## src/rtl/trig_inj_pkg.sv

```systemverilog
package trig_inj_pkg;
   localparam int WORD_W   = 64;
   localparam int DATA_W   = 24;
   localparam logic [3:0]  CHAN_ID  = 4'h1;
   localparam logic        PAR_BIT  = 1'b0;
   localparam logic [2:0]  TYPE_TRG = 3'b011;
   localparam logic [15:0] SRC_ADDR = 16'h0000;
   localparam logic [15:0] DST_BCST = 16'hFFFF;

   typedef enum logic [1:0] {
      ST_IDLE = 2'd0,
      ST_PEND = 2'd1,
      ST_WAIT = 2'd2
   } inj_state_t;
endpackage

```

## src/rtl/trig_hdr_build.sv

```systemverilog
module trig_hdr_build
   import trig_inj_pkg::*;
#(
   parameter int TAG_W  = 8,
   parameter int CODE_W = 4
) (
   input  logic [TAG_W-1:0]  tag,
   input  logic [CODE_W-1:0] code,
   output logic [WORD_W-1:0] word
);
   localparam int TC_W  = TAG_W + CODE_W;
   localparam int PAD_W = DATA_W - TC_W;

   logic [DATA_W-1:0] data_f;

   generate
      if (PAD_W > 0) begin : g_pad
         assign data_f = {{PAD_W{1'b0}}, tag, code};
      end else begin : g_full
         assign data_f = {tag, code};
      end
   endgenerate

   assign word = {CHAN_ID, PAR_BIT, TYPE_TRG, SRC_ADDR, DST_BCST, data_f};
endmodule

```

## src/rtl/trig_lock_fsm.sv

```systemverilog
module trig_lock_fsm
   import trig_inj_pkg::*;
(
   input  logic       clk,
   input  logic       rst_n,
   input  logic       trig_valid,
   input  logic       tx_ready,
   input  logic       release_in,
   output logic       accept,
   output logic       pend,
   output logic       waiting,
   output logic       locked
);
   inj_state_t st_q, st_d;

   always_comb begin
      st_d = st_q;
      unique case (st_q)
         ST_IDLE: if (trig_valid) st_d = ST_PEND;
         ST_PEND: if (tx_ready)   st_d = ST_WAIT;
         ST_WAIT: if (release_in) st_d = ST_IDLE;
         default:                 st_d = ST_IDLE;
      endcase
   end

   always_ff @(posedge clk) begin
      if (!rst_n) st_q <= ST_IDLE;
      else        st_q <= st_d;
   end

   assign accept  = (st_q == ST_IDLE) && trig_valid;
   assign pend    = (st_q == ST_PEND);
   assign waiting = (st_q == ST_WAIT);
   assign locked  = (st_q != ST_IDLE);
endmodule

```

## src/rtl/trig_rel_timer.sv

```systemverilog
module trig_rel_timer #(
   parameter int TO_W        = 16,
   parameter bit USE_TIMEOUT = 1'b1
) (
   input  logic            clk,
   input  logic            rst_n,
   input  logic            run,
   input  logic            clear,
   input  logic            release_in,
   input  logic [TO_W-1:0] limit,
   output logic            expired
);
   generate
      if (USE_TIMEOUT) begin : g_timer
         localparam logic [TO_W-1:0] CNT_MAX = {TO_W{1'b1}};
         logic [TO_W-1:0] cnt_q;
         logic            exp_q;

         always_ff @(posedge clk) begin
            if (!rst_n) begin
               cnt_q <= '0;
               exp_q <= 1'b0;
            end else begin
               if (clear) exp_q <= 1'b0;
               if (!run) begin
                  cnt_q <= '0;
               end else if (!release_in) begin
                  if ((limit != '0) && (cnt_q == limit - 1'b1)) exp_q <= 1'b1;
                  if (cnt_q != CNT_MAX) cnt_q <= cnt_q + 1'b1;
               end
            end
         end
         assign expired = exp_q;
      end else begin : g_none
         logic unused_ok;
         assign unused_ok = &{1'b0, clk, rst_n, run, clear, release_in, limit};
         assign expired   = 1'b0;
      end
   endgenerate
endmodule

```

## src/rtl/trig_hdr_injector.sv

```systemverilog
module trig_hdr_injector
   import trig_inj_pkg::*;
#(
   parameter int TAG_W       = 8,
   parameter int CODE_W      = 4,
   parameter int ERR_W       = 16,
   parameter int TO_W        = 16,
   parameter bit USE_TIMEOUT = 1'b1
) (
   input  logic              clk,
   input  logic              rst_n,
   input  logic              trig_valid,
   input  logic [TAG_W-1:0]  trig_tag,
   input  logic [CODE_W-1:0] trig_code,
   output logic              trig_accept,
   output logic              tx_valid,
   output logic [63:0]       tx_word,
   input  logic              tx_ready,
   output logic              lock_busy,
   input  logic              release_in,
   input  logic [TO_W-1:0]   timeout_limit,
   output logic              timeout_err,
   input  logic              reply_valid,
   input  logic [ERR_W-1:0]  reply_err,
   output logic              reply_ready,
   output logic [ERR_W-1:0]  err_pattern
);
   generate
      if (TAG_W + CODE_W > DATA_W) begin : g_bad_tc
         $error("tag plus code wider than header data field");
      end
      if (WORD_W != 64) begin : g_bad_word
         $error("header word must be 64 bits");
      end
      if (TO_W < 1 || ERR_W < 1) begin : g_bad_w
         $error("timeout and error widths must be positive");
      end
   endgenerate

   logic              acc;
   logic              pend;
   logic              waiting;
   logic              locked;
   logic [WORD_W-1:0] built;
   logic [WORD_W-1:0] hold_q;
   logic [ERR_W-1:0]  err_q;

   trig_lock_fsm u_fsm (
      .clk        (clk),
      .rst_n      (rst_n),
      .trig_valid (trig_valid),
      .tx_ready   (tx_ready),
      .release_in (release_in),
      .accept     (acc),
      .pend       (pend),
      .waiting    (waiting),
      .locked     (locked)
   );

   trig_hdr_build #(.TAG_W(TAG_W), .CODE_W(CODE_W)) u_build (
      .tag  (trig_tag),
      .code (trig_code),
      .word (built)
   );

   trig_rel_timer #(.TO_W(TO_W), .USE_TIMEOUT(USE_TIMEOUT)) u_timer (
      .clk        (clk),
      .rst_n      (rst_n),
      .run        (waiting),
      .clear      (acc),
      .release_in (release_in),
      .limit      (timeout_limit),
      .expired    (timeout_err)
   );

   // single-entry holding register: captured on accept, held until link takes it
   always_ff @(posedge clk) begin
      if (!rst_n)   hold_q <= '0;
      else if (acc) hold_q <= built;
   end

   always_ff @(posedge clk) begin
      if (!rst_n)           err_q <= '0;
      else if (reply_valid) err_q <= reply_err;
   end

   assign trig_accept = acc;
   assign tx_valid    = pend;
   assign tx_word     = hold_q;
   assign lock_busy   = locked;
   assign reply_ready = 1'b1;
   assign err_pattern = err_q;
endmodule

```

## config.mk

```make
export PLATFORM = sky130hd
export DESIGN_NAME = trig_hdr_injector
export DESIGN_NICKNAME = d
export VERILOG_FILES = /design/src/rtl/trig_inj_pkg.sv /design/src/rtl/trig_hdr_build.sv /design/src/rtl/trig_lock_fsm.sv /design/src/rtl/trig_rel_timer.sv /design/src/rtl/trig_hdr_injector.sv
export SDC_FILE = /design/constraint.sdc
export NUM_CORES = 1
export LEC_CHECK = 0
export BUFFER_PORTS_ARGS = -buffer_cell sky130_fd_sc_hd__buf_4
export CAP_MARGIN = 20
export CORE_UTILIZATION = 43
export DETAILED_ROUTE_END_ITERATION = 8
export PLACE_DENSITY = 0.72
export SETUP_SLACK_MARGIN = 0.4
export SLEW_MARGIN = 20
export SYNTH_ARGS = -nofsm -noshare
export SYNTH_HDL_FRONTEND = slang
export SYNTH_SLANG_ARGS = --single-unit
```

## constraint.sdc

```tcl
create_clock -name clk -period 3.66 [get_ports clk]
set_input_delay 0.183 -clock clk [delete_from_list [all_inputs] [get_ports clk]]
set_output_delay 0.183 -clock clk [all_outputs]
set_load 0.01 [all_outputs]
```

==> impl_metrics.json, run 1 <==
{
  "status": "finished with violations",
  "violations": "DRC",
  "finalPower_w": 0.00124,
  "timing.max_cap.violations": 0,
  "hold_depth": 3,
  "ctsHoldBuffers": 0,
  "core_area_mm2": 0.00646,
  "syn2layout_area_growth_pct": 22.9,
  "grt_max_degree": 34,
  "ioPinCount": 135,
  "grt_first_pass_wirelength_mm": 10.3,
  "grt_pass1_vias": 2314,
  "die_y_um": 84.7,
  "critPathMaxFanout": 9,
  "finalSetupTns_ps": 0,
  "cts_tree": "built",
  "fin_area_mm2": 0.00361,
  "r2r-end": "u_timer.g_timer.cnt_q[11]$_SDFFE_PN0P_",
  "max_freq_mhz": 461,
  "layout.cells.most_common_list": "buf_4 (101), dfxtp_1 (48), nand2_1 (40)",
  "place_area_mm2": 0.00348,
  "synth_edf_count": 0,
  "fin_skew_ps": 7.97,
  "rr_startpoint": "u_timer.g_timer.cnt_q[2]$_SDFFE_PN0P_",
  "antenna_found_initial": 0,
  "nNetsFinal": 481,
  "initialDrtViolationCount": 107,
  "critPathTopFamily": "simple AND/OR/NAND/NOR gates",
  "clockBufferDepth": 2,
  "ant_nets": 0,
  "tightest_slew_ps": 800,
  "worst_path_max_delay_cell": "or4b_4",
  "routed_wl_mm": 6.28,
  "synthFlopType": "dfxtp_1",
  "yosysUniqueCellTypes": 48,
  "via_per_inst": 4.98,
  "holdWs_ps": 135,
  "cts_root_buffer": "clkbuf_8",
  "startpoint_type": "primary input",
  "relSlewSlack": 0.465,
  "htreeDepth": 2,
  "place_hpwl_mm": 4.86,
  "power_density_mw_per_mm2": 343,
  "critical-path-max-stage-delay_ps": 510,
  "slew_violations": 0,
  "numCtsBuffers": 5,
  "crit_chain": "buf_4 > inv_1 > ha_1 > or4b_4 > or4b_1 > a211o_1 > o211ai_2 > nand4_1 > o31ai_2",
  "rsz0062_at_grt": "false",
  "design.die.area_mm2": 0.00717,
  "yosysTopAreaCell": "dfxtp_1",
  "drive_gt1_frac": 0.264,
  "cts_resized": 0,
  "place_congestion": 0.807,
  "vias": 2514,
  "ys_ff_latch": 48,
  "critPathKind": "in -> reg",
  "start_util": 0.455,
  "crit_arrival_ps": 2380,
  "cp.required_ps": 3880,
  "overflow": 0,
  "cp_num_buf_inv": 2,
  "postCtsSetupBuffers": 0,
  "setup_viol": 0,
  "first_pass_iters": 8,
  "min_path_type": "in -> reg",
  "worst_setup_path_end_kind": "register",
  "path_clk_slew_ps": 90,
  "clk_latency_ps": 290,
  "synthCells": 350,
  "finalHoldViolCount": 0,
  "min-delay-start": "trig_tag[6]",
  "syn_area_per_cell_um2": 8.40,
  "synth_area_mm2": 0.00294,
  "r2r_cells": 5,
  "antenna_cells": 0,
  "whs_endpoint": "tx_word[10]$_SDFFE_PN0P_",
  "async_reset_ff_frac": 0,
  "post-route-drc-count": 13,
  "seq_area_frac_synth": 0.327,
  "std_cell_rows": 29,
  "n_fill_cell": 613,
  "grt_util_all_layers": 0.174,
  "period_needed_ps": 2170,
  "ir_drop_uv": 225,
  "cts_sinks": 48,
  "synth_area_leaders": "dfxtp_1 (33%), buf_4 (14%), mux2i_1 (6.5%)",
  "die_x_um": 84.7,
  "leakage_nw": 1.59,
  "timing.final.crit_share": 0.592,
  "netlist.area_leader.share": 0.327,
  "rrSetupSlack_ps": 1590,
  "ys_warn_count": 0,
  "drt-wirelength-per-cell_um": 12.4,
  "layout_commonest_cell": "buf_4",
  "io_buffers": 100
}
-- area by class of cell --
| type | instances | area (um^2) | share of cell area |
|---|---|---|---|
| flip-flops and latches | 48 | 961 | 0.266 |
| multi-input cells | 266 | 1650 | 0.455 |
| repair buffers | 101 | 758 | 0.210 |
| inverters | 6 | 22.5 | 0.00623 |
| clock buffers | 5 | 68.8 | 0.0191 |
| clock inverters | 2 | 60.1 | 0.0166 |
| well taps | 77 | 96.3 | 0.0267 |
-- tightest hold or removal path, stage by stage --
cell,delay (ps)
buf_4,110
nand2_1,40
a21boi_0,60
-- synthesized netlist by cell type, types with 2 or more instances --
master     number
a2111oi_0       2
nand3b_1        2
o21a_1          2
nor2b_1        20
or3_1           5
nand2b_1        4
a21o_1          3
inv_1           6
mux2i_1        19
a21boi_0       12
nand2_1        40
nor3_1         10
and3_1          4
nor2_1         20
ha_1            3
xor2_1         12
buf_4          53
nand3_1        10
and4b_1         2
a22oi_1         2
conb_1          2
a21oi_1         6
o211ai_1        2
clkbuf_1        8
dfxtp_1        48
nor4_1          6
or4b_1          2
xnor2_1        12
o21ai_0         8
nand4_1         7
-- metal layers --
| layer | track usage | routed length [um] |
|---|---|---|
| met5 | 0 | 0 |
| met3 | 0.0374 | 419 |
| met4 | 0.0370 | 21 |
| met1 | 0.204 | 2590 |
| met2 | 0.324 | 3250 |
-- power by group --
| group | switching [W] | internal (W) | total (W) |
|---|---|---|---|
| Combinational | 0.000118 | 0.000122 | 0.000240 |
| Clock | 0.000169 | 0.000269 | 0.000438 |
| Sequential | 0.0000158 | 0.000543 | 0.000559 |
-- how the worst max path moves through the flow --
stage | slack [ps] | depth (start not counted) | end | start
finish | 1490 | 9 | u_timer.expired$_SDFF_PN0_ | timeout_limit[0]
global route | 1370 | 7 | u_timer.expired$_SDFF_PN0_ | u_fsm.st_q[0]$_SDFFE_PN0P_
CTS | 1440 | 6 | u_timer.g_timer.cnt_q[11]$_SDFFE_PN0P_ | u_timer.g_timer.cnt_q[5]$_SDFFE_PN0P_
detailed placement | 1190 | 9 | u_timer.expired$_SDFF_PN0_ | timeout_limit[0]
global placement | 1280 | 9 | u_timer.expired$_SDFF_PN0_ | timeout_limit[0]
floorplan | 1520 | 9 | u_timer.expired$_SDFF_PN0_ | timeout_limit[0]
-- metrics by stage --
stage                      util  setup WS, ps  std cells
after global placement    0.539          1280        498
final                     0.559          1490        505
after global routing      0.559          1370        505
after detailed placement  0.539          1190        498
after floorplan               -          1520        382
after CTS                 0.559          1440        505
-- flip-flops by register name (all words and copies together), names as in the netlist --
register / flops
u_timer.g_timer.cnt_q: 16
u_timer.expired: 1
u_fsm.st_q: 2
tx_word: 13
err_pattern: 16
-- cells by family after synthesis --
logic type,Yosys count,share of synthesized area
buf+inv,68,0.155
other cells,2,0.00256
flops,48,0.327
xor+xnor,25,0.0792
mux,19,0.0647
compound gates,45,0.107
simple gates,140,0.252
fa+ha+maj,3,0.0128
Power figures use the tool's default switching activity.
==> run 2, diff against run 1 <==
- clock period: 3.66 -> 2.1 ns (I/O delays scaled with it)
==> run 2 against run 1 <==
The run still ends with DRC left. Total power up 60%. Via count up 3.9%. Register-to-register slack worse by 1200 ps. Routed wire length up 7.4%. Final cell count up 5.3%. Flip-flop and latch count unchanged. Largest cell class unchanged.
==> impl_metrics.json, run 2 (same netlist as run 1, synthesis figures left out) <==
{
  "cp.required_ps": 2320,
  "drive_gt1_frac": 0.360,
  "dpl.cell_count": 510,
  "finalPower_w": 0.00198,
  "r2r-end": "u_timer.g_timer.cnt_q[10]$_SDFFE_PN0P_",
  "crit_path_start": "timeout_limit[1]",
  "antenna_found_initial": 0,
  "power_density_mw_per_mm2": 506,
  "crit_end": "u_timer.expired$_SDFF_PN0_",
  "relSlewSlack": 0.630,
  "max_freq_mhz": 534,
  "grt_util_all_layers": 0.181,
  "p_comb_frac": 0.223,
  "ir_drop_uv": 492,
  "worst_setup_path_end_kind": "register",
  "place_area_mm2": 0.00360,
  "p_clk_frac": 0.289,
  "fin_area_mm2": 0.00392,
  "fin_skew_ps": 5.29,
  "antenna_cells": 0,
  "std_cell_rows": 29,
  "htreeDepth": 2,
  "rr_startpoint": "u_timer.g_timer.cnt_q[5]$_SDFFE_PN0P_",
  "pre_cts_ws_ps": -43.1,
  "p_int_w": 0.00143,
  "startpoint_type": "primary input",
  "ant_nets": 0,
  "rrSetupSlack_ps": 360,
  "place_congestion": 0.838,
  "period_needed_ps": 1870,
  "core_area_mm2": 0.00646,
  "drt-wirelength-per-cell_um": 12.7,
  "timing.max_cap.violations": 0,
  "place_hpwl_mm": 5.01,
  "die_y_um": 84.7,
  "via_per_inst": 4.91,
  "grt_first_pass_wirelength_mm": 10.7,
  "setup_viol": 0,
  "overflow": 0,
  "status": "finished with violations",
  "vias": 2612,
  "layout_commonest_cell": "buf_4",
  "syn2layout_area_growth_pct": 33.3,
  "finalHoldViolCount": 0,
  "ctsHoldBuffers": 0,
  "critPathMaxFanout": 3,
  "timing.final.crit_share": 0.891,
  "clockBufferDepth": 2,
  "switching_power_w": 0.000548,
  "finalSetupTns_ps": 0,
  "ioPinCount": 135,
  "layout.cells.most_common_list": "buf_4 (125), nand2_1 (40), dfxtp_1 (39)",
  "min_path_type": "in -> reg",
  "tightest_slew_ps": 554,
  "initialDrtViolationCount": 133,
  "violations": "DRC",
  "design.die.area_mm2": 0.00717,
  "postLayoutSetupSlackWorst_ps": 228,
  "first_pass_iters": 6,
  "sw_frac_of_total": 0.276,
  "r2r_cells": 5,
  "post-route-drc-count": 14,
  "routed_wl_mm": 6.74,
  "clk_latency_ps": 290,
  "min-delay-start": "trig_tag[5]",
  "leakage_nw": 1.71,
  "crit_arrival_ps": 2090,
  "final_cells": 532,
  "cts_root_buffer": "clkbuf_8",
  "slew_violations": 0,
  "cts_tree": "built",
  "n_fill_cell": 567,
  "nNetsFinal": 507,
  "path_clk_slew_ps": 90,
  "grt_max_degree": 33,
  "numCtsBuffers": 5,
  "cts_sinks": 48,
  "power_frac_seq": 0.488,
  "rsz0062_at_grt": "true",
  "critPathKind": "in -> reg",
  "die_x_um": 84.7,
  "io_buffers": 100,
  "start_util": 0.455,
  "grt_pass1_vias": 2316
}
run 2: layer usage:
metal	part of all wire	global-route usage	routed length (um)
met5	0	0	0
met4	0.0036	0.0339	24
met3	0.066	0.0462	447
met2	0.51	0.330	3440
met1	0.42	0.215	2820
run 2: power by group through the flow:
stage	Sequential (W)	Combinational [W]	Clock [W]
detailed placement	0.000996	0.000434	0
floorplan	0.00101	0.000274	0
global placement	0.000994	0.000428	0
finish	0.000967	0.000442	0.000573
CTS	0.000971	0.000437	0.000598
global route	0.000973	0.000482	0.000642
run 2: worst max-delay path, stage by stage:
cell      delay [ps]
buf_8            100
inv_6             50
ha_4             120
or4b_4           460
or4b_1           520
a211o_1          320
o211ai_2          60
nand4_1          130
o31ai_2          220
run 2: area by class of cell:
class	count	area [um^2]	share of cell area
Clock buffer	6	82.6	0.0211
Clock inverter	2	15.0	0.00383
Inverter	6	30.0	0.00766
Multi-Input combinational cell	266	1740	0.445
Sequential cell	48	987	0.252
Tap cell	77	96.3	0.0246
Timing Repair Buffer	127	965	0.246
run 2: worst min path at each step:
stage | end | slack (ps) | depth (start not counted)
2_1_floorplan | tx_word[8]$_SDFFE_PN0P_ | 250 | 2
3_3_place_gp | err_pattern[14]$_SDFFE_PN0P_ | 360 | 3
3_5_place_dp | err_pattern[14]$_SDFFE_PN0P_ | 370 | 3
4_1_cts | tx_word[9]$_SDFFE_PN0P_ | 50 | 3
5_1_grt | tx_word[11]$_SDFFE_PN0P_ | 50 | 3
6_report | tx_word[9]$_SDFFE_PN0P_ | 60 | 3
run 2: repair_timing:
action	CTS	global route
gates resized for setup	13	20
setup endpoints to repair	11	10
pin swaps	3	15
setup buffers	1	13
endpoints found under the hold margin	0	0
run 2: metrics by stage:
step	util	hold WS (ps)
floorplan	-	250
global placement	0.558	365
detailed placement	0.558	372
CTS	0.581	51.5
global route	0.607	48.7
finish	0.607	57.6
==> run 3, diff against run 2 <==
- SETUP_SLACK_MARGIN: 0.4 -> 0.5
==> run 3 against run 2 <==
The flow now finishes without violations. Routed wire length fell by 1.7%. Sequential power hardly changed. First-iteration DRC count is 33% lower. Count of clock-buffer cells in the layout did not move. Critical path depth unchanged. Combinational power about the same. Register-to-register slack got worse by 70 ps. Largest cell class unchanged.
==> impl_metrics.json, run 3 (same netlist as run 1, synthesis figures left out) <==
{
  "status": "finished clean",
  "fin_area_mm2": 0.00391,
  "vias": 2633,
  "p_int_w": 0.00156,
  "drive_gt1_frac": 0.363,
  "critical-path-max-stage-delay_ps": 500,
  "ir_drop_uv": 301,
  "min-delay-start": "reply_err[1]",
  "slew_violations": 0,
  "drt-wirelength-per-cell_um": 12.6,
  "via_per_inst": 5.01,
  "grt_pass1_vias": 2446,
  "min_path_type": "in -> reg",
  "tightest_slew_ps": 544,
  "switching_power_w": 0.000546,
  "routed_wl_mm": 6.62,
  "cts_tree": "built",
  "use_met3": 0.0374,
  "crit_chain": "buf_6 > inv_4 > ha_4 > or4b_4 > or4b_1 > a211o_1 > o211ai_2 > nand4_1 > o31ai_2",
  "die_x_um": 84.7,
  "cp_num_buf_inv": 2,
  "htreeDepth": 2,
  "use_met1": 0.233,
  "die_y_um": 84.7,
  "max_freq_mhz": 542,
  "antenna_cells": 0,
  "std_cell_rows": 29,
  "first_pass_iters": 6,
  "core_area_mm2": 0.00646,
  "timing.final.crit_share": 0.879,
  "power_density_mw_per_mm2": 539,
  "critPathMaxFanout": 2,
  "p_comb_frac": 0.210,
  "syn2layout_area_growth_pct": 33.2,
  "place_hpwl_mm": 4.96,
  "initialDrtViolationCount": 89,
  "grt_first_pass_wirelength_mm": 11.0,
  "power_frac_seq": 0.460,
  "period_needed_ps": 1850,
  "place_area_mm2": 0.00360,
  "timing.max_cap.violations": 0,
  "dpl.cell_count": 510,
  "critPathTopFamily": "simple AND/OR/NAND/NOR gates",
  "grt_util_all_layers": 0.188,
  "fin_skew_ps": 5.40,
  "crit_arrival_ps": 2070,
  "cp.required_ps": 2320,
  "grt.met2_usage": 0.319,
  "setup_viol": 0,
  "design.die.area_mm2": 0.00717,
  "rsz0062_at_grt": "true",
  "worst_path_max_delay_cell": "or4b_1",
  "clockBufferDepth": 2,
  "final_cells": 526,
  "post-route-drc-count": 0,
  "relSlewSlack": 0.637,
  "ioPinCount": 135,
  "place_congestion": 0.828,
  "overflow": 0,
  "critPathKind": "in -> reg",
  "clk_latency_ps": 300,
  "finalPower_w": 0.00211,
  "nNetsFinal": 501,
  "top_usage_layer": "met2",
  "p_clk_frac": 0.330,
  "grt_max_degree": 33,
  "io_buffers": 100,
  "start_util": 0.455,
  "crit_path_start": "timeout_limit[1]",
  "layout.cells.most_common_list": "buf_4 (118), nand2_1 (40), dfxtp_1 (38)",
  "antenna_found_initial": 0,
  "sw_frac_of_total": 0.259,
  "numCtsBuffers": 5,
  "startpoint_type": "primary input",
  "layout_commonest_cell": "buf_4",
  "cts_sinks": 48,
  "leakage_nw": 1.69,
  "finalHoldViolCount": 0,
  "path_clk_slew_ps": 90,
  "holdWs_ps": 56.5,
  "ant_nets": 0,
  "rr_startpoint": "u_timer.g_timer.cnt_q[10]$_SDFFE_PN0P_",
  "ctsHoldBuffers": 0,
  "worst_setup_path_end_kind": "register",
  "cts_root_buffer": "clkbuf_8"
}
==> run 3: per-stage QoR <==
| stage | TNS, ps | util | setup slack (ps) |
|---|---|---|---|
| floorplan | 0 | - | 73.1 |
| global placement | -11.7 | 0.558 | -11.7 |
| detailed placement | -39.3 | 0.558 | -39.3 |
| CTS | 0 | 0.592 | 286 |
| global route | 0 | 0.606 | 173 |
| finish | 0 | 0.606 | 254 |
==> run 3: repair_timing <==
action                                  4_1_cts  5_1_grt
pin swaps                                     6       13
endpoints found under the setup margin       17       15
endpoints found under the hold margin         0        0
resized for setup                            19       16
setup buffers                                 4        4
==> run 3: final timing paths <==
kind | end | slack, ps | depth (start not counted)
worst max-delay path | u_timer.expired$_SDFF_PN0_ | 250 | 9
worst min-delay path | err_pattern[1]$_SDFFE_PN0P_ | 60 | 3
worst max register to register | u_timer.g_timer.cnt_q[10]$_SDFFE_PN0P_ | 290 | 6
worst min register to register | tx_word[11]$_SDFFE_PN0P_ | 470 | 2
==> run 3: per-layer routing <==
layer / vias up / wire length [um]
met5: - / 0
met4: 0 / 155
met3: 17 / 371
met2: 106 / 3220
met1: 1195 / 2870
li1: 1315 / -
==> run 3: worst register-to-register path: stages, from the launching register on <==
cell and delay [ps]:
dfxtp_2 350, nand4_1 150, nor3_2 80, buf_4 150
or4_4 530, or3_4 350, a21oi_2 140
==> run 3: power by group through the flow <==
| stage | clock, W | combinational [W] | sequential, W |
|---|---|---|---|
| after floorplan | 0 | 0.000274 | 0.00101 |
| after global placement | 0 | 0.000427 | 0.000994 |
| after detailed placement | 0 | 0.000431 | 0.000997 |
| after CTS | 0.000721 | 0.000439 | 0.000970 |
| after global routing | 0.000763 | 0.000482 | 0.000976 |
| final | 0.000695 | 0.000443 | 0.000970 |
==> run 3: final cells by class <==
cell class                      count  area (um^2)
Fill cell                         571         2540
Multi-Input combinational cell    266         1760
Sequential cell                    48          983
Timing Repair Buffer              121          920
Tap cell                           77         96.3
Clock buffer                        6         82.6
Clock inverter                      2         38.8
Inverter                            6         31.3
